File: config.mk
export PLATFORM = sky130hd
export DESIGN_NAME = term_backlink_rx
export DESIGN_NICKNAME = d
export VERILOG_FILES = /design/src/rtl/term_backlink_pkg.sv /design/src/rtl/backlink_framer.sv /design/src/rtl/backlink_boot_det.sv /design/src/rtl/backlink_decode.sv /design/src/rtl/term_backlink_rx.sv
export SDC_FILE = /design/constraint.sdc
export NUM_CORES = 1
export LEC_CHECK = 0
export BUFFER_PORTS_ARGS = -buffer_cell sky130_fd_sc_hd__buf_4
export CAP_MARGIN = 30
export CORE_UTILIZATION = 25
export CTS_CLUSTER_SIZE = 25
export DETAILED_ROUTE_END_ITERATION = 8
export RECOVER_POWER = 50
export SLEW_MARGIN = 0
export SYNTH_ARGS = -nofsm -noshare
export SYNTH_HDL_FRONTEND = slang
export SYNTH_SLANG_ARGS = --single-unit
File: constraint.sdc
create_clock -name clk -period 6.32 [get_ports clk]
set_input_delay 0 -clock clk [delete_from_list [all_inputs] [get_ports clk]]
set_output_delay 0 -clock clk [all_outputs]
set_load 0.1 [all_outputs]
File: src/rtl/term_backlink_pkg.sv
package term_backlink_pkg;

    localparam int unsigned FRAME_BITS = 32;
    localparam int unsigned BODY_W     = 16;
    localparam int unsigned DELTA_W    = 8;
    localparam logic [7:0]  TRAILER_OK = 8'h80;
    localparam logic [3:0]  TYPE_BTN   = 4'd5;
    localparam logic [3:0]  TYPE_MOUSE = 4'd6;

    typedef enum logic {
        ST_HUNT    = 1'b0,
        ST_COLLECT = 1'b1
    } frame_state_e;

    // keyboard slot k is written by type k+1 for the first four slots, k+4 after
    function automatic logic [3:0] key_type_code(int unsigned slot);
        return (slot < 4) ? 4'(slot + 1) : 4'(slot + 4);
    endfunction

endpackage

File: src/rtl/backlink_framer.sv
module backlink_framer
    import term_backlink_pkg::*;
(
    input  logic                  clk,
    input  logic                  rst_n,
    input  logic                  line_stb,
    input  logic                  ser_bit,
    output logic                  frame_vld,
    output logic [FRAME_BITS-1:0] frame_word
);

    localparam int unsigned CNT_W = $clog2(FRAME_BITS + 1);

    typedef struct packed {
        frame_state_e          state;
        logic [FRAME_BITS-1:0] shreg;
        logic [CNT_W-1:0]      cnt;
        logic                  vld;
    } framer_t;

    framer_t st_d, st_q;

    always_comb begin
        st_d     = st_q;
        st_d.vld = 1'b0;
        if (line_stb) begin
            unique case (st_q.state)
                ST_HUNT: begin
                    if (ser_bit) begin
                        st_d.shreg = {{(FRAME_BITS-1){1'b0}}, 1'b1};
                        st_d.cnt   = CNT_W'(1);
                        st_d.state = ST_COLLECT;
                    end
                end
                ST_COLLECT: begin
                    st_d.shreg = {st_q.shreg[FRAME_BITS-2:0], ser_bit};
                    if (st_q.cnt == CNT_W'(FRAME_BITS - 1)) begin
                        st_d.vld   = 1'b1;
                        st_d.cnt   = '0;
                        st_d.state = ST_HUNT;
                    end else begin
                        st_d.cnt = st_q.cnt + CNT_W'(1);
                    end
                end
                default: st_d.state = ST_HUNT;
            endcase
        end
    end

    always_ff @(posedge clk or negedge rst_n) begin
        if (!rst_n) begin
            st_q <= '{state: ST_HUNT, shreg: '0, cnt: '0, vld: 1'b0};
        end else begin
            st_q <= st_d;
        end
    end

    assign frame_vld  = st_q.vld;
    assign frame_word = st_q.shreg;

endmodule

File: src/rtl/backlink_boot_det.sv
module backlink_boot_det #(
    parameter int unsigned BOOT_MIN_LINES = 40,
    parameter int unsigned CLEAR_LINES    = 12
) (
    input  logic clk,
    input  logic rst_n,
    input  logic line_stb,
    input  logic ser_bit,
    output logic boot_flag
);

    localparam int unsigned ONES_W  = $clog2(BOOT_MIN_LINES + 1);
    localparam int unsigned ZEROS_W = $clog2(CLEAR_LINES + 1);

    typedef struct packed {
        logic [ONES_W-1:0]  ones;
        logic [ZEROS_W-1:0] zeros;
        logic               flag;
    } boot_t;

    boot_t st_d, st_q;
    logic [ONES_W-1:0]  ones_nx;
    logic [ZEROS_W-1:0] zeros_nx;

    always_comb begin
        st_d     = st_q;
        ones_nx  = (st_q.ones == ONES_W'(BOOT_MIN_LINES)) ? st_q.ones
                                                          : st_q.ones + ONES_W'(1);
        zeros_nx = (st_q.zeros == ZEROS_W'(CLEAR_LINES)) ? st_q.zeros
                                                          : st_q.zeros + ZEROS_W'(1);
        if (line_stb) begin
            if (ser_bit) begin
                st_d.ones  = ones_nx;
                st_d.zeros = '0;
                if (ones_nx == ONES_W'(BOOT_MIN_LINES)) begin
                    st_d.flag = 1'b1;
                end
            end else begin
                st_d.ones  = '0;
                st_d.zeros = zeros_nx;
                if (zeros_nx == ZEROS_W'(CLEAR_LINES)) begin
                    st_d.flag = 1'b0;
                end
            end
        end
    end

    always_ff @(posedge clk or negedge rst_n) begin
        if (!rst_n) begin
            st_q <= '{ones: '0, zeros: '0, flag: 1'b0};
        end else begin
            st_q <= st_d;
        end
    end

    assign boot_flag = st_q.flag;

endmodule

File: src/rtl/backlink_decode.sv
module backlink_decode
    import term_backlink_pkg::*;
#(
    parameter int unsigned KEY_WORDS = 6
) (
    input  logic                        clk,
    input  logic                        rst_n,
    input  logic                        frame_vld,
    input  logic [FRAME_BITS-1:0]       frame_word,
    output logic [KEY_WORDS*BODY_W-1:0] key_flat,
    output logic [BODY_W-1:0]           btn_word,
    output logic                        mouse_vld,
    output logic [DELTA_W-1:0]          mouse_dx,
    output logic [DELTA_W-1:0]          mouse_dy
);

    typedef struct packed {
        logic [KEY_WORDS-1:0][BODY_W-1:0] keys;
        logic [BODY_W-1:0]                btn;
        logic                             mvld;
        logic [DELTA_W-1:0]               dx;
        logic [DELTA_W-1:0]               dy;
    } decode_t;

    decode_t st_d, st_q;

    logic              start_bit;
    logic [3:0]        msg_type;
    logic [BODY_W-1:0] body;
    logic [7:0]        trailer;
    logic              accept;
    logic [KEY_WORDS-1:0] key_hit;
    logic              unused_bits;

    assign start_bit   = frame_word[FRAME_BITS-1];
    assign msg_type    = frame_word[27:24];
    assign body        = frame_word[23:8];
    assign trailer     = frame_word[7:0];
    assign unused_bits = ^frame_word[30:28];
    assign accept      = frame_vld && start_bit && (trailer == TRAILER_OK);

    for (genvar gk = 0; gk < KEY_WORDS; gk++) begin : g_key_sel
        assign key_hit[gk] = accept && (msg_type == key_type_code(gk));
    end

    always_comb begin
        st_d      = st_q;
        st_d.mvld = 1'b0;
        for (int k = 0; k < KEY_WORDS; k++) begin
            if (key_hit[k]) begin
                st_d.keys[k] = body;
            end
        end
        if (accept && msg_type == TYPE_BTN) begin
            st_d.btn = body;
        end
        if (accept && msg_type == TYPE_MOUSE) begin
            st_d.mvld = 1'b1;
            st_d.dx   = body[15:8] - 8'd128;
            st_d.dy   = body[7:0]  - 8'd128;
        end
    end

    always_ff @(posedge clk or negedge rst_n) begin
        if (!rst_n) begin
            st_q <= '0;
        end else begin
            st_q <= st_d;
        end
    end

    assign key_flat  = st_q.keys;
    assign btn_word  = st_q.btn;
    assign mouse_vld = st_q.mvld;
    assign mouse_dx  = st_q.dx;
    assign mouse_dy  = st_q.dy;

endmodule

File: src/rtl/term_backlink_rx.sv
module term_backlink_rx
    import term_backlink_pkg::*;
#(
    parameter int unsigned KEY_WORDS      = 6,
    parameter int unsigned BOOT_MIN_LINES = 40,
    parameter int unsigned CLEAR_LINES    = 12
) (
    input  logic                        clk,
    input  logic                        rst_n,
    input  logic                        line_stb,
    input  logic                        ser_bit,
    output logic [KEY_WORDS*BODY_W-1:0] key_flat,
    output logic [BODY_W-1:0]           btn_word,
    output logic                        mouse_vld,
    output logic [DELTA_W-1:0]          mouse_dx,
    output logic [DELTA_W-1:0]          mouse_dy,
    output logic                        boot_flag
);

    logic                  frame_vld;
    logic [FRAME_BITS-1:0] frame_word;

    backlink_framer u_framer (
        .clk        (clk),
        .rst_n      (rst_n),
        .line_stb   (line_stb),
        .ser_bit    (ser_bit),
        .frame_vld  (frame_vld),
        .frame_word (frame_word)
    );

    backlink_decode #(
        .KEY_WORDS (KEY_WORDS)
    ) u_decode (
        .clk        (clk),
        .rst_n      (rst_n),
        .frame_vld  (frame_vld),
        .frame_word (frame_word),
        .key_flat   (key_flat),
        .btn_word   (btn_word),
        .mouse_vld  (mouse_vld),
        .mouse_dx   (mouse_dx),
        .mouse_dy   (mouse_dy)
    );

    backlink_boot_det #(
        .BOOT_MIN_LINES (BOOT_MIN_LINES),
        .CLEAR_LINES    (CLEAR_LINES)
    ) u_boot (
        .clk       (clk),
        .rst_n     (rst_n),
        .line_stb  (line_stb),
        .ser_bit   (ser_bit),
        .boot_flag (boot_flag)
    );

endmodule

==> metrics <==
Placement Setup Slack=approximately 3.8 ns; Max-cap violations=1; CP Capture Type=async pin; post-cts repair resize count=0; CTS Hold Bufs=4; # setup viols final=0; Core Region=28100 um2; Netlist cell types=48; layout cells sized above 1=approximately 27%; die area=29600 um2; synthesized flop and latch total=180; GRT Total Usage=12.0%; final setup margin=3.40 ns; Die Ht=172 um; number of flops mapped to enable cells by yosys=0; total routed wirelength=17.3 mm; total chip power=2.71 mW; largest net degree at the start of global routing=80; Multi-input gate area=roughly 2500 um2; largest family of logic cells by synthesized area=multiplexers; Post-Syn Area=7220 um2; Worst path max stage delay=1.69 ns; CTS Sinks=180; XOR/XNOR share of the synthesized area=0.121%; fin crit share=between 40% and 50%; Syn Area/Cell=around 14 um2; adder-cell share of the synthesized area=0.866%; crit path kind=input port to async pin; f_max=342 MHz; CP Launch Type=input port; postcts setup bufs=0; Final Skew=0.0119 ns; clk buf depth=2; flip-flop and latch area=4500 um2; via count=between 4000 and 5000; leakage=4.19 nW; clk slew on worst S/H paths=approximately 0.07 ns; Int Pwr=1.93 mW; starting density of the core=25.7%; max-slew violation count=43; antenna cell count=0; Crit Path Max Fanout=slightly below 80; Worst-Skew Late Latency=0.43 ns; Starting DRT DRC Count=approximately 260; maximum VDD drop=0.211 mV; family with the most delay on the worst path=buffers and inverters; failing checks=capacitance limit, slew limit; # fillers=just under 3000; antenna viol nets, final=0; net count after synthesis=just over 500; Pwr Density=about 300 nW/um2; Root Driver=clkbuf_16; Hold Fails Final Rpt=0; H-tree levels=4; global-route wire length before repair=about 27 mm; area delta synth->final=21.9%; CTS tree=done; Die Wd=172 um; Hold WC Path Type=input port to flip-flop; Slew HR=-60.0%; sw power=about 800 uW; Worst EP arrival=3.39 ns; Avg WL per Cell=17.0 um; Detailed Routing Iterations Pass 1=4; CP required=between 6 and 7 ns; total grt overflow=0; ordered list of cells on the worst path=dlygate4sd3_1 -> clkbuf_1 -> buf_16 -> buf_4; critical path buffer and inverter count=4; gpl congestion=0.725; Synth async-reset ratio=100%; Sequential Power Share=a little over half; dpl cell area=8660 um2; number of global-route vias before repair=about 4500; detailed-route DRC error count=0; antenna violations before repair=0; status=finished, violations left; multiplexer share of the synthesized area=20.6%; Sw Share=28.9%; Seq/Total Area, Yosys=approximately 62%; simple logic cell fraction of the synthesized area=5.85%; CTS Buf Count=17; clock power share=38.3%; io pins=134; Crit-path slowest cell=clkbuf_1; Slew @ Worst Pin=2.40 ns; unrepaired setup endpoints after global routing=false; hpwl dp=about 11 mm; Period minus WS final=2.92 ns; combinational power share=8.7%; # rows=61; Post-Syn Instances=~500; PortBufs=133; Vias/cell=4.36; NumNets Final=639; design area=8800 um2; setup TNS=0 ns; Ys Warns=0; Top FF cell, synth=dfrtp_1; Synth Area in Compound Gates=7.03%
[flip-flops by register name, indices dropped and copies added, names as in the netlist]
| signal | count |
|---|---|
| u_decode.btn_word | 16 |
| u_decode.key_flat | 96 |
| u_framer.st_q | 7 |
| u_decode.mouse_vld | 1 |
| u_boot.boot_flag | 1 |
| u_decode.mouse_dx | 8 |
| u_framer.frame_vld | 1 |
| u_boot.st_q | 10 |
| u_framer.frame_word | 32 |
| u_decode.mouse_dy | 8 |
[worst register-to-register path, stage by stage (launching register included)]
cell       delay (ns)
dfrtp_1          0.42
nor4_4           0.47
nand3_1          0.15
nand4bb_1        0.65
buf_4            0.42
mux2_2           0.29
[final timing paths]
| kind | from | end | slack (ns) | cells after the start |
|---|---|---|---|---|
| min in group asynchronous | rst_n | u_decode.key_flat[86] | 0.84 | 2 |
| hold reg to reg | u_decode.btn_word[12] | u_decode.btn_word[12] | 0.49 | 1 |
| setup / recovery | rst_n | u_framer.frame_word[7] | 3.40 | 4 |
| setup reg to reg | u_framer.frame_word[3] | u_decode.mouse_dx[1] | 3.81 | 5 |
| max in group clk | u_framer.frame_word[3] | u_decode.mouse_dx[1] | 3.81 | 5 |
| hold / removal | ser_bit | u_boot.st_q[6] | 0.47 | 4 |
[logic make-up after synthesis]
logic type	after synthesis
flops	180
fa+ha+maj	5
compound gates	67
simple gates	65
buf+inv	53
xor+xnor	1
mux	133
[through the flow]
stage | utilization (%) | instances | hold WS [ns]
after floorplan | - | 504 | -0.296
after global placement | 30.6 | 981 | 0.264
after detailed placement | 30.8 | 985 | -0.0561
after CTS | 33.0 | 1021 | 0.0447
after global routing | 31.3 | 1021 | 0.481
final | 31.3 | 1021 | 0.474
[cells in the mapped netlist, types with 2 or more instances]
library cell,count,share of area [%]
nor2b_1,4,0.35
nand4_1,7,0.61
a22o_1,34,4.1
nor3b_1,2,0.21
mux2i_1,5,0.69
nor2_1,3,0.16
nand2_1,15,0.78
inv_1,12,0.62
a32o_1,2,0.28
nor4b_1,3,0.36
mux2_2,118,18
buf_2,4,0.28
clkbuf_1,18,0.94
mux2_1,10,1.6
nand2b_1,2,0.17
a21o_1,3,0.31
buf_1,16,0.83
nor3_1,6,0.42
a21oi_1,7,0.48
nand3_1,10,0.69
dfrtp_1,180,62
o22ai_1,3,0.26
and3_1,2,0.17
o21ai_0,10,0.69
ha_1,5,0.87
[power groups by stage]
| stage | Clock, mW | Combinational [mW] | Sequential, mW |
|---|---|---|---|
| 3_3_place_gp | 0 | 0.225 | 1.46 |
| 2_1_floorplan | 0 | 0.277 | 1.31 |
| 4_1_cts | 1.08 | 0.240 | 1.44 |
| 3_5_place_dp | 0 | 0.237 | 1.46 |
| 5_1_grt | 1.12 | 0.271 | 1.47 |
| 6_report | 1.04 | 0.236 | 1.44 |
[per-layer routing]
metal / vias up / share of wire [%] / GRT usage (%)
met5: - / 0 / 0
met4: 0 / 1.1 / 3.81
met3: 13 / 4.5 / 3.07
met2: 96 / 47 / 19.0
met1: 2285 / 47 / 16.0
li1: 2054 / - / -
[cell usage in the layout (no fill, tap or decap), types with 2 or more instances in the layout]
master	count
buf_4	14
a21o_1	3
clkinvlp_4	2
nand2b_1	2
and2_1	2
nor2_1	3
o22ai_1	3
a22o_1	34
mux2i_1	5
clkinv_4	3
nor3_1	6
nor4b_1	3
mux2_1	10
nor3b_1	2
inv_6	3
nor2b_1	4
mux2_2	118
buf_8	2
inv_8	3
clkbuf_1	126
nand2_1	15
o21ai_0	9
and3_1	2
clkbuf_16	17
nand3_1	10
a32o_1	2
dfrtp_1	180
ha_1	5
nand4_1	7
dlygate4sd3_1	4
a21oi_1	7
clkinv_2	2
inv_1	12
[layout make-up]
class | instances | share of cell area (%)
Tap cell | 378 | 5.37
Multi-Input combinational cell | 271 | 28.5
Clock buffer | 18 | 4.99
Sequential cell | 180 | 51.2
Inverter | 12 | 0.512
Timing Repair Buffer | 148 | 7.90
Clock inverter | 14 | 1.61
(Power assumes the default switching activity.)
